==> src/rtl/fsc_pkg.sv <==
package fsc_pkg;
   typedef enum logic [3:0] {
      FS_RUN        = 4'd0,
      FS_IDLE       = 4'd1,
      FS_SQUASH     = 4'd2,
      FS_BLOCK      = 4'd3,
      FS_WAIT_RSP   = 4'd4,
      FS_WAIT_RETRY = 4'd5,
      FS_ACC_DONE   = 4'd6,
      FS_TRAP       = 4'd7,
      FS_QUIESCE    = 4'd8
   } fs_state_e;

   localparam int ST_W = 4;

   function automatic logic fs_can_progress(input fs_state_e s);
      return (s == FS_RUN) || (s == FS_SQUASH) || (s == FS_ACC_DONE);
   endfunction
endpackage

==> src/rtl/fsc_stall_flags.sv <==
module fsc_stall_flags #(
   parameter int NS = 4
) (
   input  logic          clk,
   input  logic          rst_n,
   input  logic [NS-1:0] set_i,
   input  logic [NS-1:0] clr_i,
   output logic          stalled_nxt_o
);
   logic [NS-1:0] flag_q, flag_n;

   for (genvar s = 0; s < NS; s++) begin : g_stage
      always_comb begin
         flag_n[s] = flag_q[s];
         if (set_i[s])      flag_n[s] = 1'b1;
         else if (clr_i[s]) flag_n[s] = 1'b0;
      end
      always_ff @(posedge clk) begin
         if (!rst_n) flag_q[s] <= 1'b0;
         else        flag_q[s] <= flag_n[s];
      end
   end

   assign stalled_nxt_o = |flag_n;
endmodule

==> src/rtl/fsc_thread_fsm.sv <==
module fsc_thread_fsm
   import fsc_pkg::*;
#(
   parameter int          ADDR_W     = 16,
   parameter int          TAG_W      = 3,
   parameter int          INST_BYTES = 4,
   parameter int          LINE_BYTES = 16,
   parameter logic [15:0] RESET_PC   = 16'h0100
) (
   input  logic              clk,
   input  logic              rst_n,
   input  logic              stalled_i,
   input  logic              ctx_i,
   input  logic              csq_i,
   input  logic [ADDR_W-1:0] csq_pc_i,
   input  logic              still_i,
   input  logic              dsq_i,
   input  logic [ADDR_W-1:0] dsq_pc_i,
   input  logic              grant_i,
   input  logic              cache_free_i,
   input  logic              req_rdy_i,
   input  logic              slot_done_i,
   input  logic              rsp_hit_i,
   input  logic [TAG_W-1:0]  rsp_tag_i,
   output fs_state_e         state_o,
   output logic [ADDR_W-1:0] pc_o,
   output logic [ADDR_W-1:0] npc_o,
   output logic [ADDR_W-1:0] line_o,
   output logic [TAG_W-1:0]  tag_o,
   output logic              issue_o,
   output logic              redirect_o
);
   localparam logic [ADDR_W-1:0] INST_INC  = ADDR_W'(INST_BYTES);
   localparam logic [ADDR_W-1:0] LINE_MASK = ~(ADDR_W'(LINE_BYTES) - 1'b1);
   localparam logic [ADDR_W-1:0] PC_INIT   = ADDR_W'(RESET_PC);

   fs_state_e         st_q, st_n;
   logic [ADDR_W-1:0] pc_q, pc_n, npc_q, npc_n;
   logic [TAG_W-1:0]  tag_q, tag_n;
   logic              hold;

   assign hold = stalled_i || ctx_i;

   always_comb begin
      st_n       = st_q;
      pc_n       = pc_q;
      npc_n      = npc_q;
      tag_n      = tag_q;
      issue_o    = 1'b0;
      redirect_o = 1'b0;
      if (csq_i) begin
         redirect_o = 1'b1;
         pc_n       = csq_pc_i;
         npc_n      = csq_pc_i + INST_INC;
         st_n       = FS_SQUASH;
      end else if (still_i) begin
         st_n = FS_SQUASH;
      end else if (dsq_i && st_q != FS_SQUASH) begin
         redirect_o = 1'b1;
         pc_n       = dsq_pc_i;
         npc_n      = dsq_pc_i + INST_INC;
         st_n       = FS_SQUASH;
      end else if (hold && st_q != FS_WAIT_RSP) begin
         st_n = FS_BLOCK;
      end else if (st_q == FS_BLOCK || st_q == FS_SQUASH) begin
         st_n = FS_RUN;
      end else begin
         unique case (st_q)
            FS_WAIT_RSP:
               if (rsp_hit_i && rsp_tag_i == tag_q)
                  st_n = hold ? FS_BLOCK : FS_ACC_DONE;
            FS_WAIT_RETRY:
               if (slot_done_i) st_n = FS_WAIT_RSP;
            FS_ACC_DONE:
               if (grant_i) st_n = FS_RUN;
            FS_RUN:
               if (grant_i && cache_free_i) begin
                  issue_o = 1'b1;
                  tag_n   = tag_q + 1'b1;
                  st_n    = req_rdy_i ? FS_WAIT_RSP : FS_WAIT_RETRY;
               end
            default: st_n = st_q;
         endcase
      end
   end

   always_ff @(posedge clk) begin
      if (!rst_n) begin
         st_q  <= FS_RUN;
         pc_q  <= PC_INIT;
         npc_q <= PC_INIT + INST_INC;
         tag_q <= '0;
      end else begin
         st_q  <= st_n;
         pc_q  <= pc_n;
         npc_q <= npc_n;
         tag_q <= tag_n;
      end
   end

   assign state_o = st_q;
   assign pc_o    = pc_q;
   assign npc_o   = npc_q;
   assign line_o  = pc_q & LINE_MASK;
   assign tag_o   = tag_q + 1'b1;
endmodule

==> src/rtl/fsc_req_slot.sv <==
module fsc_req_slot #(
   parameter int NT     = 2,
   parameter int ADDR_W = 16,
   parameter int TAG_W  = 3,
   parameter int TID_W  = 1
) (
   input  logic                       clk,
   input  logic                       rst_n,
   input  logic [NT-1:0]              issue_i,
   input  logic [NT-1:0][ADDR_W-1:0]  line_i,
   input  logic [NT-1:0][TAG_W-1:0]   tag_i,
   input  logic [NT-1:0]              redirect_i,
   input  logic                       req_rdy_i,
   output logic                       req_vld_o,
   output logic [TID_W-1:0]           req_tid_o,
   output logic [ADDR_W-1:0]          req_addr_o,
   output logic [TAG_W-1:0]           req_tag_o,
   output logic                       cache_free_o,
   output logic [NT-1:0]              slot_done_o
);
   logic              slot_vld_q;
   logic [TID_W-1:0]  slot_tid_q, iss_tid;
   logic [ADDR_W-1:0] slot_addr_q;
   logic [TAG_W-1:0]  slot_tag_q;
   logic              iss_any;

   always_comb begin
      iss_any = 1'b0;
      iss_tid = '0;
      for (int t = 0; t < NT; t++) begin
         if (issue_i[t]) begin
            iss_any = 1'b1;
            iss_tid = TID_W'(t);
         end
      end
   end

   assign req_vld_o    = slot_vld_q || iss_any;
   assign req_tid_o    = slot_vld_q ? slot_tid_q  : iss_tid;
   assign req_addr_o   = slot_vld_q ? slot_addr_q : line_i[iss_tid];
   assign req_tag_o    = slot_vld_q ? slot_tag_q  : tag_i[iss_tid];
   assign cache_free_o = !slot_vld_q;

   for (genvar t = 0; t < NT; t++) begin : g_done
      assign slot_done_o[t] = slot_vld_q && req_rdy_i && slot_tid_q == TID_W'(t);
   end

   always_ff @(posedge clk) begin
      if (!rst_n) begin
         slot_vld_q  <= 1'b0;
         slot_tid_q  <= '0;
         slot_addr_q <= '0;
         slot_tag_q  <= '0;
      end else if (slot_vld_q) begin
         if (redirect_i[slot_tid_q] || req_rdy_i) slot_vld_q <= 1'b0;
      end else if (iss_any && !req_rdy_i) begin
         slot_vld_q  <= 1'b1;
         slot_tid_q  <= iss_tid;
         slot_addr_q <= line_i[iss_tid];
         slot_tag_q  <= tag_i[iss_tid];
      end
   end
endmodule

==> src/rtl/fetch_status_ctl.sv <==
module fetch_status_ctl
   import fsc_pkg::*;
#(
   parameter int          NT         = 2,
   parameter int          NS         = 4,
   parameter int          ADDR_W     = 16,
   parameter int          TAG_W      = 3,
   parameter int          INST_BYTES = 4,
   parameter int          LINE_BYTES = 16,
   parameter logic [15:0] RESET_PC   = 16'h0100,
   localparam int         TID_W      = (NT > 1) ? $clog2(NT) : 1
) (
   input  logic                 clk,
   input  logic                 rst_n,
   input  logic [NT-1:0]        thread_act_i,
   input  logic [NT*NS-1:0]     stall_set_i,
   input  logic [NT*NS-1:0]     stall_clr_i,
   input  logic                 ctx_switch_i,
   input  logic                 cmt_sq_vld_i,
   input  logic [TID_W-1:0]     cmt_sq_tid_i,
   input  logic [ADDR_W-1:0]    cmt_sq_pc_i,
   input  logic [NT-1:0]        cmt_still_sq_i,
   input  logic                 dec_sq_vld_i,
   input  logic [TID_W-1:0]     dec_sq_tid_i,
   input  logic [ADDR_W-1:0]    dec_sq_pc_i,
   input  logic                 fetch_go_i,
   input  logic [TID_W-1:0]     fetch_tid_i,
   output logic                 req_vld_o,
   output logic [TID_W-1:0]     req_tid_o,
   output logic [ADDR_W-1:0]    req_addr_o,
   output logic [TAG_W-1:0]     req_tag_o,
   input  logic                 req_rdy_i,
   input  logic                 rsp_vld_i,
   input  logic [TID_W-1:0]     rsp_tid_i,
   input  logic [TAG_W-1:0]     rsp_tag_i,
   output logic [NT*ST_W-1:0]   status_o,
   output logic [NT*ADDR_W-1:0] pc_o,
   output logic [NT*ADDR_W-1:0] npc_o,
   output logic                 stage_active_o
);
   if (NT < 1 || NS < 1) begin : g_bad_count
      $error("thread and stage counts must be at least one");
   end
   if ((LINE_BYTES & (LINE_BYTES - 1)) != 0 || LINE_BYTES < INST_BYTES) begin : g_bad_line
      $error("line size must be a power of two no smaller than an instruction");
   end
   if (ADDR_W < $clog2(LINE_BYTES) + 1) begin : g_bad_addr
      $error("address too narrow for the line size");
   end

   fs_state_e                 st_w       [NT];
   logic [NT-1:0][ADDR_W-1:0] line_w;
   logic [NT-1:0][TAG_W-1:0]  tag_w;
   logic [NT-1:0]             issue_w, redirect_w, slot_done_w, stalled_w;
   logic                      cache_free_w;

   for (genvar t = 0; t < NT; t++) begin : g_thr
      fsc_stall_flags #(.NS(NS)) i_flags (
         .clk          (clk),
         .rst_n        (rst_n),
         .set_i        (stall_set_i[t*NS +: NS]),
         .clr_i        (stall_clr_i[t*NS +: NS]),
         .stalled_nxt_o(stalled_w[t])
      );

      fsc_thread_fsm #(
         .ADDR_W(ADDR_W), .TAG_W(TAG_W), .INST_BYTES(INST_BYTES),
         .LINE_BYTES(LINE_BYTES), .RESET_PC(RESET_PC)
      ) i_fsm (
         .clk         (clk),
         .rst_n       (rst_n),
         .stalled_i   (stalled_w[t]),
         .ctx_i       (ctx_switch_i),
         .csq_i       (cmt_sq_vld_i && cmt_sq_tid_i == TID_W'(t)),
         .csq_pc_i    (cmt_sq_pc_i),
         .still_i     (cmt_still_sq_i[t]),
         .dsq_i       (dec_sq_vld_i && dec_sq_tid_i == TID_W'(t)),
         .dsq_pc_i    (dec_sq_pc_i),
         .grant_i     (fetch_go_i && fetch_tid_i == TID_W'(t)),
         .cache_free_i(cache_free_w),
         .req_rdy_i   (req_rdy_i),
         .slot_done_i (slot_done_w[t]),
         .rsp_hit_i   (rsp_vld_i && rsp_tid_i == TID_W'(t)),
         .rsp_tag_i   (rsp_tag_i),
         .state_o     (st_w[t]),
         .pc_o        (pc_o[t*ADDR_W +: ADDR_W]),
         .npc_o       (npc_o[t*ADDR_W +: ADDR_W]),
         .line_o      (line_w[t]),
         .tag_o       (tag_w[t]),
         .issue_o     (issue_w[t]),
         .redirect_o  (redirect_w[t])
      );

      assign status_o[t*ST_W +: ST_W] = st_w[t];
   end

   fsc_req_slot #(
      .NT(NT), .ADDR_W(ADDR_W), .TAG_W(TAG_W), .TID_W(TID_W)
   ) i_slot (
      .clk         (clk),
      .rst_n       (rst_n),
      .issue_i     (issue_w),
      .line_i      (line_w),
      .tag_i       (tag_w),
      .redirect_i  (redirect_w),
      .req_rdy_i   (req_rdy_i),
      .req_vld_o   (req_vld_o),
      .req_tid_o   (req_tid_o),
      .req_addr_o  (req_addr_o),
      .req_tag_o   (req_tag_o),
      .cache_free_o(cache_free_w),
      .slot_done_o (slot_done_w)
   );

   always_comb begin
      stage_active_o = 1'b0;
      for (int t = 0; t < NT; t++)
         if (thread_act_i[t] && fs_can_progress(st_w[t])) stage_active_o = 1'b1;
   end
endmodule

==> config.mk <==
export PLATFORM = sky130hd
export DESIGN_NAME = fetch_status_ctl
export DESIGN_NICKNAME = d
export VERILOG_FILES = /design/src/rtl/fsc_pkg.sv /design/src/rtl/fsc_stall_flags.sv /design/src/rtl/fsc_thread_fsm.sv /design/src/rtl/fsc_req_slot.sv /design/src/rtl/fetch_status_ctl.sv
export SDC_FILE = /design/constraint.sdc
export NUM_CORES = 1
export LEC_CHECK = 0
export BUFFER_PORTS_ARGS = -buffer_cell sky130_fd_sc_hd__clkbuf_2
export CAP_MARGIN = 5
export CELL_PAD_IN_SITES_DETAIL_PLACEMENT = 1
export CELL_PAD_IN_SITES_GLOBAL_PLACEMENT = 1
export CORE_ASPECT_RATIO = 1.4
export CORE_UTILIZATION = 35
export CTS_BUF_LIST = sky130_fd_sc_hd__clkbuf_2
export CTS_CLUSTER_DIAMETER = 30
export CTS_CLUSTER_SIZE = 12
export DETAILED_ROUTE_END_ITERATION = 10
export PLACE_DENSITY_LB_ADDON = 0.1
export SYNTH_ARGS = -nofsm -noshare
export SYNTH_HDL_FRONTEND = slang
export SYNTH_SLANG_ARGS = --single-unit
==> constraint.sdc <==
create_clock -name clk -period 2 [get_ports clk]
set_input_delay 0.2 -clock clk [delete_from_list [all_inputs] [get_ports clk]]
set_output_delay 0.2 -clock clk [all_outputs]
set_load 0.01 [all_outputs]
==> metrics.csv <==
stage,metric,value,unit
worst_setup_path,rr_worst_depth,10,
die,dieArea,15120,um2
yosys,synthFlopType,dfxtp_1,
sta,setup_ws,-0.9389,ns
hold_path,holdPathStages,2,
power_and_ir_drop,power.total,4089,uW
drt,drt_first_pass_iters,4,
placed_design,finalWeightedCongestion,0.8556,
die,initial_core_util,0.3630,
yosys,synth_cell_types,61,
hold_path,worstHoldStart,rst_n,
power_and_ir_drop,power.leakage,0.003157,uW
drt,first_iter_violations,232,
cells_and_area,layout_common_cells,"clkbuf_2 (156), dfxtp_1 (90), nor2_1 (73)",
die,die_x,104.2,um
cts,tritoncts,built,
worst_setup_path,critPathMaxStageDelay,0.50,ns
cells_and_area,fin_area,7373,um2
sta,drv_slew,0,
outcome,failed_checks,negative setup slack,
grt,grt_pass1_vias,5745,
sta,fin_crit_sh,1.469,
hold_path,hold_class,input port to flip-flop,
grt,gr-total-overflow,0,
grt,grt_antenna_before_repair,1,
grt,grt_pass1_wl,30280,um
cts,path_clk_slew,0.27,ns
drt,wl_per_cell,19.30,um
cells_and_area,area_delta_synth_final,44.05,%
power_and_ir_drop,power_per_cell_area,554.6,nW/um2
cts,clock_latency,0.62,ns
sta,rsz0062_at_grt,yes,
die,num_rows,51,
worst_setup_path,cp_max_fo,7,
yosys,synth_cells,592,
cts,htree_levels,3,
cells_and_area,final_common_cell,clkbuf_2,
worst_setup_path,startpoint,g_thr[1].i_flags.flag_q[2],
worst_setup_path,crit_path_cell_trace,"nor2b_4, or4_4, nor4_4, buf_6, buf_12, mux2i_4, mux2i_1, clkbuf_2",
outcome,status,"finished, violations left",
sta,skew,0.01345,ns
cells_and_area,fin_nets,898,
sta,setup_viol,35,
sta,whs,0.03067,ns
sta,fmax,340.3,MHz
cts,clockBufferDepth,2,
drt,routed_via_density,5.328,
worst_setup_path,required,1.80,ns
cts,numCtsBuffers,9,
yosys,async_flop_share,0,
placed_design,hpwl,13920,um
drt,ant_nets,0,
worst_setup_path,slowest_stage,or4_4,
placed_design,placed_area,6302,um2
worst_setup_path,crit_type,flip-flop to output pin,
cts,cts-root-buf,clkbuf_2,
yosys,yosysSeqAreaShare,0.3794,
worst_setup_path,critPathArrivalTime,2.74,ns
worst_setup_path,rr_startpoint,g_thr[1].i_flags.flag_q[2],
placed_design,port-buffer-count,154,
sta,hold_violations,0,
drt,via_count,5424,
die,die_height,145.1,um
sta,setup_tns,-19.95,ns
worst_setup_path,cp-start-kind,flip-flop,
sta,post-route-min-period,2.939,ns
grt,groute.usage.overall,0.2549,
grt,grt_max_degree,31,
yosys,syn_avg_cell_area,8.646,um2
drt,totalWireLength,19640,um
die,pin_count,161,
cells_and_area,final_util,0.5228,
cts,clock-sinks,97,
drt,drc,0,
power_and_ir_drop,ir_drop,0.2964,mV
yosys,ys_ff_latch,97,
yosys,yosys_warnings,0,
die,core_area,14100,um2
yosys,synth_area,5119,um2
cells_and_area,layout-drive-gt1-share,0.3401,
worst_setup_path,endpoint_kind,output pin,
yosys,synth_enable_flop_cells,0,
run,max_cap_violations,0,
per-stage QoR:
| stage | std cells | setup WS [ns] |
|---|---|---|
| after CTS | 1008 | -0.9119 |
| after floorplan | 597 | -0.07240 |
| final | 1018 | -0.9389 |
| after global placement | 937 | -0.1930 |
| after global routing | 1018 | -1.051 |
| after detailed placement | 937 | -0.2601 |
critical path: cells and delay by family (launching register included):
family        cells  cell delay (ns)
buf+inv           3             0.50
flops             1             0.38
mux               2             0.36
simple gates      3             0.89
cells by family after synthesis:
family                     after synthesis  synth area share
and+or+nand+nor                        206            0.1956
AOI/OAI and AO/OA                      142            0.2163
DFF                                     97            0.3794
buffers and inverters                   66           0.05744
muxes                                   40           0.07920
xor gates and xnor gates                36           0.06160
adders and majority gates                4          0.009778
other                                    1         0.0007326
worst paths after layout:
check                              to  slack (ns)
max                     req_addr_o[5]       -0.94
max reg2reg     i_slot.slot_addr_q[4]       -0.31
min            g_thr[0].i_fsm.pc_o[3]        0.03
min reg2reg  g_thr[0].i_fsm.npc_o[15]        0.49
area by class of cell:
class | count | area (um2)
Sequential cell | 97 | 1953
Tap cell | 185 | 231.5
Clock inverter | 7 | 67.56
Clock buffer | 9 | 45.04
Antenna cell | 1 | 2.502
Multi-Input combinational cell | 434 | 3154
Timing Repair Buffer | 266 | 1848
Fill cell | 1681 | 6729
Inverter | 19 | 71.32
per-layer routing:
| layer | GRT usage | wire, um |
|---|---|---|
| met4 | 0.1000 | 626 |
| met3 | 0.03010 | 853 |
| met2 | 0.4900 | 10750 |
| met1 | 0.2791 | 7409 |
| met5 | 0 | 0 |
synth_stat cells (3+ instances only):
master / number / area [um2]
and2_1: 8 / 50.05
nor2b_1: 17 / 106.4
xnor2_1: 15 / 131.4
buf_4: 10 / 75.07
nand4_1: 5 / 31.28
and4_1: 4 / 35.03
nand2_1: 50 / 187.7
xor2_1: 21 / 183.9
ha_1: 4 / 50.05
buf_2: 7 / 35.03
a21oi_1: 11 / 55.05
clkbuf_1: 28 / 105.1
mux2_2: 4 / 45.04
inv_1: 19 / 71.32
a21o_1: 3 / 22.52
nor3_1: 5 / 25.02
o211ai_1: 4 / 30.03
dfxtp_1: 97 / 1942
nand2b_1: 6 / 37.54
mux2i_1: 36 / 360.4
o21ai_0: 11 / 55.05
a21boi_1: 3 / 22.52
o211a_1: 11 / 110.1
o21a_1: 9 / 67.56
o221ai_1: 24 / 210.2
a22oi_1: 14 / 105.1
nor2_1: 73 / 274.0
a211oi_1: 8 / 60.06
a21boi_0: 11 / 82.58
o2bb2ai_1: 16 / 140.1
and3_1: 5 / 31.28
nand3_1: 17 / 85.08
repair_timing:
action | 4_1_cts | 5_1_grt
pin swaps | 2 | 6
endpoints found under the setup margin | 38 | 44
hold buffers | 47 | 1
buffers inserted | 7 | 11
resized for setup | 24 | 46
cloned | 1 | 1
hold endpoints to repair | 48 | 1
power by group:
part	switching, uW	leakage (uW)	internal, uW	total, uW
registers	97.5	0.000799	2040	2140
logic	501	0.00229	422	923
clock network	737	0.0000678	288	1020
total	1340	0.00316	2750	4090
sequential cells by signal, summed over array words and instances, names as in the netlist:
register	cells
g_thr.i_flags.flag_q	8
g_thr.i_fsm.tag_q	6
i_slot.slot_addr_q	12
i_slot.slot_tag_q	3
g_thr.i_fsm.pc_o	28
i_slot.slot_vld_q	1
g_thr.i_fsm.npc_o	32
i_slot.slot_tid_q	1
g_thr.i_fsm.state_o	6
Note: power is estimated with default switching activity, not from simulation.
